File: config.mk
export PLATFORM = sky130hd
export DESIGN_NAME = ac97_slot_rx_ctrl
export DESIGN_NICKNAME = d
export VERILOG_FILES = /design/src/rtl/ac97_rx_pkg.sv /design/src/rtl/ac97_slot_match.sv /design/src/rtl/ac97_rx_fifo.sv /design/src/rtl/ac97_rx_csr.sv /design/src/rtl/ac97_slot_rx_ctrl.sv
export SDC_FILE = /design/constraint.sdc
export NUM_CORES = 1
export LEC_CHECK = 0
export ABC_AREA = 1
export BUFFER_PORTS_ARGS = -buffer_cell sky130_fd_sc_hd__buf_2
export CELL_PAD_IN_SITES_DETAIL_PLACEMENT = 0
export CELL_PAD_IN_SITES_GLOBAL_PLACEMENT = 1
export CORE_UTILIZATION = 47
export CTS_CLUSTER_DIAMETER = 100
export DETAILED_ROUTE_END_ITERATION = 7
export PLACE_DENSITY_LB_ADDON = 0.1
export SYNTH_ARGS = -nofsm -noshare
export SYNTH_HDL_FRONTEND = slang
export SYNTH_SLANG_ARGS = --single-unit
File: constraint.sdc
create_clock -name clk -period 1.5 [get_ports clk]
set_input_delay 0.15 -clock clk [delete_from_list [all_inputs] [get_ports clk]]
set_output_delay 0.15 -clock clk [all_outputs]
set_load 0.02 [all_outputs]
File: src/rtl/ac97_rx_pkg.sv
package ac97_rx_pkg;
  localparam int SLOT_W   = 4;
  localparam int THR_W    = 3;
  localparam int REG_W    = 16;
  // register bit positions
  localparam int B_STEREO = 3;
  localparam int B_CODE   = 4;
  localparam int B_THR    = 8;
  localparam int B_DMA    = 11;
  localparam int B_FULL   = 13;
  localparam int B_EMPTY  = 14;
  localparam int B_OVF    = 15;

  typedef struct packed {
    logic              dma_en;
    logic [THR_W-1:0]  thr;
    logic [SLOT_W-1:0] code;
    logic              stereo;
  } rx_cfg_t;
endpackage

File: src/rtl/ac97_slot_match.sv
module ac97_slot_match
  import ac97_rx_pkg::*;
#(
  parameter int MIN_SLOT = 3,
  parameter int MAX_SLOT = 12
) (
  input  logic              clk,
  input  logic              rst_n,
  input  logic              valid,
  input  logic [SLOT_W-1:0] slot_num,
  input  logic [SLOT_W-1:0] code,
  input  logic              stereo,
  output logic              hit
);
  logic legal;
  logic lo_hit, hi_hit;

  always_comb begin
    legal  = (code >= SLOT_W'(MIN_SLOT)) && (code <= SLOT_W'(MAX_SLOT)) &&
             !(stereo && (code == SLOT_W'(MAX_SLOT)));
    lo_hit = (slot_num == code);
    hi_hit = stereo && (slot_num == code + SLOT_W'(1));
    hit    = valid && legal && (lo_hit || hi_hit);
  end

  // out-of-range codes never capture
  assert_reserved_no_hit_R4: assert property (@(posedge clk) disable iff (!rst_n)
    (valid && ((code < SLOT_W'(MIN_SLOT)) || (code > SLOT_W'(MAX_SLOT)))) |-> !hit);
endmodule

File: src/rtl/ac97_rx_fifo.sv
module ac97_rx_fifo #(
  parameter int W     = 20,
  parameter int DEPTH = 8
) (
  input  logic                         clk,
  input  logic                         rst_n,
  input  logic                         push,
  input  logic [W-1:0]                 wdata,
  input  logic                         pop,
  output logic [W-1:0]                 rdata,
  output logic [$clog2(DEPTH+1)-1:0]   count,
  output logic                         full,
  output logic                         empty,
  output logic                         drop
);
  localparam int AW = (DEPTH > 1) ? $clog2(DEPTH) : 1;
  localparam int CW = $clog2(DEPTH+1);

  logic [W-1:0]  mem [DEPTH];
  logic [AW-1:0] wr_ptr, rd_ptr, wr_ptr_d, rd_ptr_d;
  logic [CW-1:0] count_d;
  logic          do_push, do_pop;

  always_comb begin
    full     = (count == CW'(DEPTH));
    empty    = (count == '0);
    do_pop   = pop && !empty;
    do_push  = push && (!full || do_pop);
    drop     = push && full && !pop;
    wr_ptr_d = wr_ptr;
    rd_ptr_d = rd_ptr;
    count_d  = count;
    if (do_push) wr_ptr_d = (wr_ptr == AW'(DEPTH-1)) ? '0 : wr_ptr + AW'(1);
    if (do_pop)  rd_ptr_d = (rd_ptr == AW'(DEPTH-1)) ? '0 : rd_ptr + AW'(1);
    if (do_push && !do_pop) count_d = count + CW'(1);
    else if (do_pop && !do_push) count_d = count - CW'(1);
    rdata    = mem[rd_ptr];
  end

  always_ff @(posedge clk or negedge rst_n) begin
    if (!rst_n) begin
      wr_ptr <= '0;
      rd_ptr <= '0;
      count  <= '0;
    end else begin
      wr_ptr <= wr_ptr_d;
      rd_ptr <= rd_ptr_d;
      count  <= count_d;
    end
  end

  always_ff @(posedge clk) begin
    if (do_push) mem[wr_ptr] <= wdata;
  end

  // a rejected push leaves the fill level untouched
  assert_drop_keeps_count_R7: assert property (@(posedge clk) disable iff (!rst_n)
    drop |=> (count == CW'(DEPTH)));
  // full and empty never both true
  assert_full_empty_excl_R6: assert property (@(posedge clk) disable iff (!rst_n)
    !(full && empty));
  // a pop on empty changes nothing without a push
  assert_pop_empty_R10: assert property (@(posedge clk) disable iff (!rst_n)
    (empty && pop && !push) |=> empty);
endmodule

File: src/rtl/ac97_rx_csr.sv
module ac97_rx_csr
  import ac97_rx_pkg::*;
(
  input  logic             clk,
  input  logic             rst_n,
  input  logic             wr,
  input  logic [REG_W-1:0] wdata,
  input  logic             drop,
  output rx_cfg_t          cfg,
  output logic             ovf
);
  rx_cfg_t cfg_d;
  logic    ovf_d;
  logic    clr;

  always_comb begin
    clr   = wr && wdata[B_OVF];
    cfg_d = cfg;
    if (wr) begin
      cfg_d.stereo = wdata[B_STEREO];
      cfg_d.code   = wdata[B_CODE +: SLOT_W];
      cfg_d.thr    = wdata[B_THR +: THR_W];
      cfg_d.dma_en = wdata[B_DMA];
    end
    // set wins over a same-cycle clear
    ovf_d = drop ? 1'b1 : (clr ? 1'b0 : ovf);
  end

  always_ff @(posedge clk or negedge rst_n) begin
    if (!rst_n) begin
      cfg <= '0;
      ovf <= 1'b0;
    end else begin
      cfg <= cfg_d;
      ovf <= ovf_d;
    end
  end

  // flag only leaves through a write-one
  assert_ovf_sticky_R7: assert property (@(posedge clk) disable iff (!rst_n)
    (ovf && !(wr && wdata[B_OVF])) |=> ovf);
  assert_ovf_set_R7: assert property (@(posedge clk) disable iff (!rst_n)
    drop |=> ovf);
endmodule

File: src/rtl/ac97_slot_rx_ctrl.sv
module ac97_slot_rx_ctrl
  import ac97_rx_pkg::*;
#(
  parameter int DATA_W = 20,
  parameter int DEPTH  = 8
) (
  input  logic              clk,
  input  logic              rst_n,
  input  logic              slot_valid,
  input  logic [SLOT_W-1:0] slot_num,
  input  logic [DATA_W-1:0] slot_data,
  input  logic              reg_wr,
  input  logic [REG_W-1:0]  reg_wdata,
  output logic [REG_W-1:0]  reg_rdata,
  input  logic              pop,
  output logic [DATA_W-1:0] pop_data,
  output logic              irq,
  output logic              dma_req
);
  localparam int CW = $clog2(DEPTH+1);

  logic          rst_s1, rst_sync_n;
  rx_cfg_t       cfg;
  logic          ovf, hit, full, empty, drop;
  logic [CW-1:0] count;

  // asynchronous assert, synchronous release
  always_ff @(posedge clk or negedge rst_n) begin
    if (!rst_n) begin
      rst_s1     <= 1'b0;
      rst_sync_n <= 1'b0;
    end else begin
      rst_s1     <= 1'b1;
      rst_sync_n <= rst_s1;
    end
  end

  ac97_slot_match u_match (
    .clk(clk), .rst_n(rst_sync_n), .valid(slot_valid), .slot_num(slot_num),
    .code(cfg.code), .stereo(cfg.stereo), .hit(hit)
  );

  ac97_rx_fifo #(.W(DATA_W), .DEPTH(DEPTH)) u_fifo (
    .clk(clk), .rst_n(rst_sync_n), .push(hit), .wdata(slot_data), .pop(pop),
    .rdata(pop_data), .count(count), .full(full), .empty(empty), .drop(drop)
  );

  ac97_rx_csr u_csr (
    .clk(clk), .rst_n(rst_sync_n), .wr(reg_wr), .wdata(reg_wdata),
    .drop(drop), .cfg(cfg), .ovf(ovf)
  );

  logic unused_wbits;
  assign unused_wbits = ^{reg_wdata[2:0], reg_wdata[12], reg_wdata[14:13]};

  always_comb begin
    reg_rdata                      = '0;
    reg_rdata[B_STEREO]            = cfg.stereo;
    reg_rdata[B_CODE +: SLOT_W]    = cfg.code;
    reg_rdata[B_THR +: THR_W]      = cfg.thr;
    reg_rdata[B_DMA]               = cfg.dma_en;
    reg_rdata[B_FULL]              = full;
    reg_rdata[B_EMPTY]             = empty;
    reg_rdata[B_OVF]               = ovf;
    irq                            = (count > CW'(cfg.thr));
    dma_req                        = cfg.dma_en && !empty;
  end

  // the interrupt never stands over an empty FIFO
  assert_irq_needs_data_R5: assert property (@(posedge clk) disable iff (!rst_sync_n)
    irq |-> !empty);
  // no request without the enable
  assert_dma_gated_R8: assert property (@(posedge clk) disable iff (!rst_sync_n)
    !cfg.dma_en |-> !dma_req);
endmodule

==> metrics.csv <==
metric,value,unit
hold depth,1,
Final setup viols,193,
mapped cell area,7610,um2
Critical Path Fanout Max,3,
GRT Total Usage,0.223,
failing checks,negative setup slack,
DR WL/cell,18.5,um
#FFs+latches synth,182,
Post-Synth Adder-Cell Area,0.0224,
Pwr Density,1800,nW/um2
Initial Utilization,0.481,
Max Slew Vio Count,0,
crit path launch type,flop,
RSZ-0062 raised after global routing,true,
violation count after the first detailed-route iteration,518,
number of global-route vias before repair,5348,
clk slew on worst S/H paths,60,ps
H-tree levels,4,
total routed wirelength,19300,um
Die Ht,129,um
max cap viols,0,
Die X,129,um
Setup TNS Final,-118620,ps
status,"finished, violations left",
Fin Clk Skew,6.82,ps
Synth top area share,0.631,
final setup margin,-824,ps
first-pass GRT wire length,27400,um
row count,46,
simple-gate share of the synthesized area,0.138,
Ant. Diodes,0,
largest net degree at the start of global routing,35,
Tightest Hold Check Type,in -> reg,
Hold EP,u_fifo.mem[5][2],
clock buffer depth,2,
post-synthesis cell count,633,
"EDFF count, synth",160,
CTS root buf,clkbuf_16,
io pins,83,
ys async rst share,0.121,
Netlist cell types,32,
largest family of logic cells by synthesized area,simple AND/OR/NAND/NOR gates,
top post-synthesis cells by area,"edfxtp_1 63%, dfrtp_1 7.2%, nor2_1 6.6%",
Post-synth top cells,"160 x edfxtp_1, 134 x nor2_1, 108 x nand2_1",
kind of critical path,reg -> reg,
share of cells above drive strength 1,0.364,
Ys Warns,0,
Worst R2R Path Depth,17,
DRT Pass-1 Iters,4,
Final Critical Period,2320,ps
Via Count,5568,
FF-to-FF Start,u_csr.cfg[2],
Pleak,4.22,nW
cell accounting for the most synthesized area,edfxtp_1,
Worst EP required,1860,ps
DRC,0,
I/O Buffers,72,
GR Overflow Total,0,
Post-DRT Antenna Nets,0,
Final Hold Viols,0,
"Clk Latency, worst-skew pair",440,ps
Setup WS pre-CTS,-846,ps
CP Data Arrival Time,2690,ps
CTS tree,yes,
Synth Area in XOR/XNOR,0.00690,
CTS Buf Count,17,
die footprint,16700,um2
period utilization,1.55,
fill count,1084,
dominant synthesized flop cell,edfxtp_1,
post-synthesis mux area share,0.00148,
Synth Area in Compound Gates,0.0881,
sequential share of the synthesized area,0.703,
Core Footprint,15800,um2
post-DP HPWL,10200,um
Post-Syn Area per Cell,12.0,um2
hold wc startpoint,slot_data[2],
Area Growth Syn to Fin,44.7,%
post-DR vias/cell,5.34,
Final nets,871,
worst vdd ir,0.00117,V
CP endpoint kind,flop,
RD Place Congestion,0.782,
maximum clock frequency,430,MHz
antenna violations before repair,0,
"setup slack, reg-to-reg",-820,ps
Clock Sinks,182,
most common cell in the netlist,edfxtp_1,
r2r endpoint,u_fifo.count[3],
-- worst max path at each step --
stage / endpoint / slack [ps] / cells past startpoint / start
3_5_place_dp: u_fifo.count[3] / -850 / 17 / u_csr.cfg[1]
2_1_floorplan: u_fifo.count[3] / -910 / 17 / u_csr.cfg[2]
4_1_cts: u_fifo.count[3] / -780 / 17 / u_csr.cfg[1]
5_1_grt: u_fifo.count[3] / -960 / 17 / u_csr.cfg[2]
6_report: u_fifo.count[3] / -820 / 17 / u_csr.cfg[2]
3_3_place_gp: u_fifo.count[3] / -790 / 17 / u_csr.cfg[1]
-- state kept, by name, summed over array words and instances, names as in the netlist --
name and flops:
rst_s1 1, rst_sync_n 1, u_csr.cfg 9, u_csr.ovf 1, u_fifo.count 4, u_fifo.mem 160
u_fifo.rd_ptr 3, u_fifo.wr_ptr 3
-- report_power, final --
part	switching, mW	total (mW)	internal [mW]
registers	0.248	5.95	5.70
clock network	1.80	4.33	2.53
logic	4.82	9.49	4.67
-- worst max-delay path, stage by stage, from the launching register on --
cell     delay (ps)
dfrtp_2         430
inv_2            90
ha_4            210
nand2_2          50
nand2_2          40
nor3_2          150
nand2_1          70
nand2_2         100
nand3_4          70
inv_2            70
ha_4            130
inv_4            50
ha_4            280
nand2_2          50
o21ai_2         150
xor2_1          160
nand2_1          70
o21ai_1          60
-- kinds of logic after synthesis --
family	Yosys count
and+or+nand+nor	263
DFF	182
AOI/OAI and AO/OA	99
buffers and inverters	67
adders and majority gates	13
xor gates and xnor gates	6
other	2
muxes	1
-- metrics by stage --
stage	power (mW)	instances	instance area (um2)	utilization	hold WS, ps
after floorplan	9.78	636	7700	-	-146
after CTS	17.3	1018	10100	0.636	2.37
after detailed placement	12.0	945	8750	0.553	-63.2
after global routing	20.7	1042	11000	0.696	16.7
final	19.8	1042	11000	0.696	4.34
after global placement	11.9	945	8750	0.553	-64.7
-- routing by layer --
metal | global-route usage | part of all wire
met1 | 0.285 | 0.42
met2 | 0.378 | 0.51
met3 | 0.0524 | 0.046
met4 | 0.0706 | 0.016
met5 | 0 | 0
-- cells in the final DEF (no fill, tap or decap), types with 17 or more instances in the layout --
| cell type | count |
|---|---|
| clkbuf_16 | 29 |
| nor2_4 | 17 |
| o32ai_2 | 30 |
| o21ai_0 | 36 |
| buf_6 | 37 |
| nor2_1 | 104 |
| nand2_1 | 100 |
| edfxtp_1 | 160 |
| buf_2 | 49 |
| inv_1 | 21 |
| dlygate4sd3_1 | 26 |
| dfrtp_1 | 18 |
| buf_12 | 24 |
| buf_4 | 42 |
-- repair_timing --
action	4_1_cts	5_1_grt
hold buffers	26	0
gates cloned	8	10
setup buffers	9	17
pin swaps	26	61
resized for setup	70	142
hold endpoints to repair	127	0
endpoints found under the setup margin	192	192
-- final cells by class --
type                    count  area (um2)  share of cell area
inverters                  27         111              0.0101
clock inverters             6        35.0             0.00318
clock buffers              26         552              0.0501
flip-flops and latches    182        5360               0.487
multi-input cells         387        2530               0.229
repair buffers            198        2160               0.196
well taps                 216         270              0.0245
No activity file was read; power rests on OpenSTA's default activity.
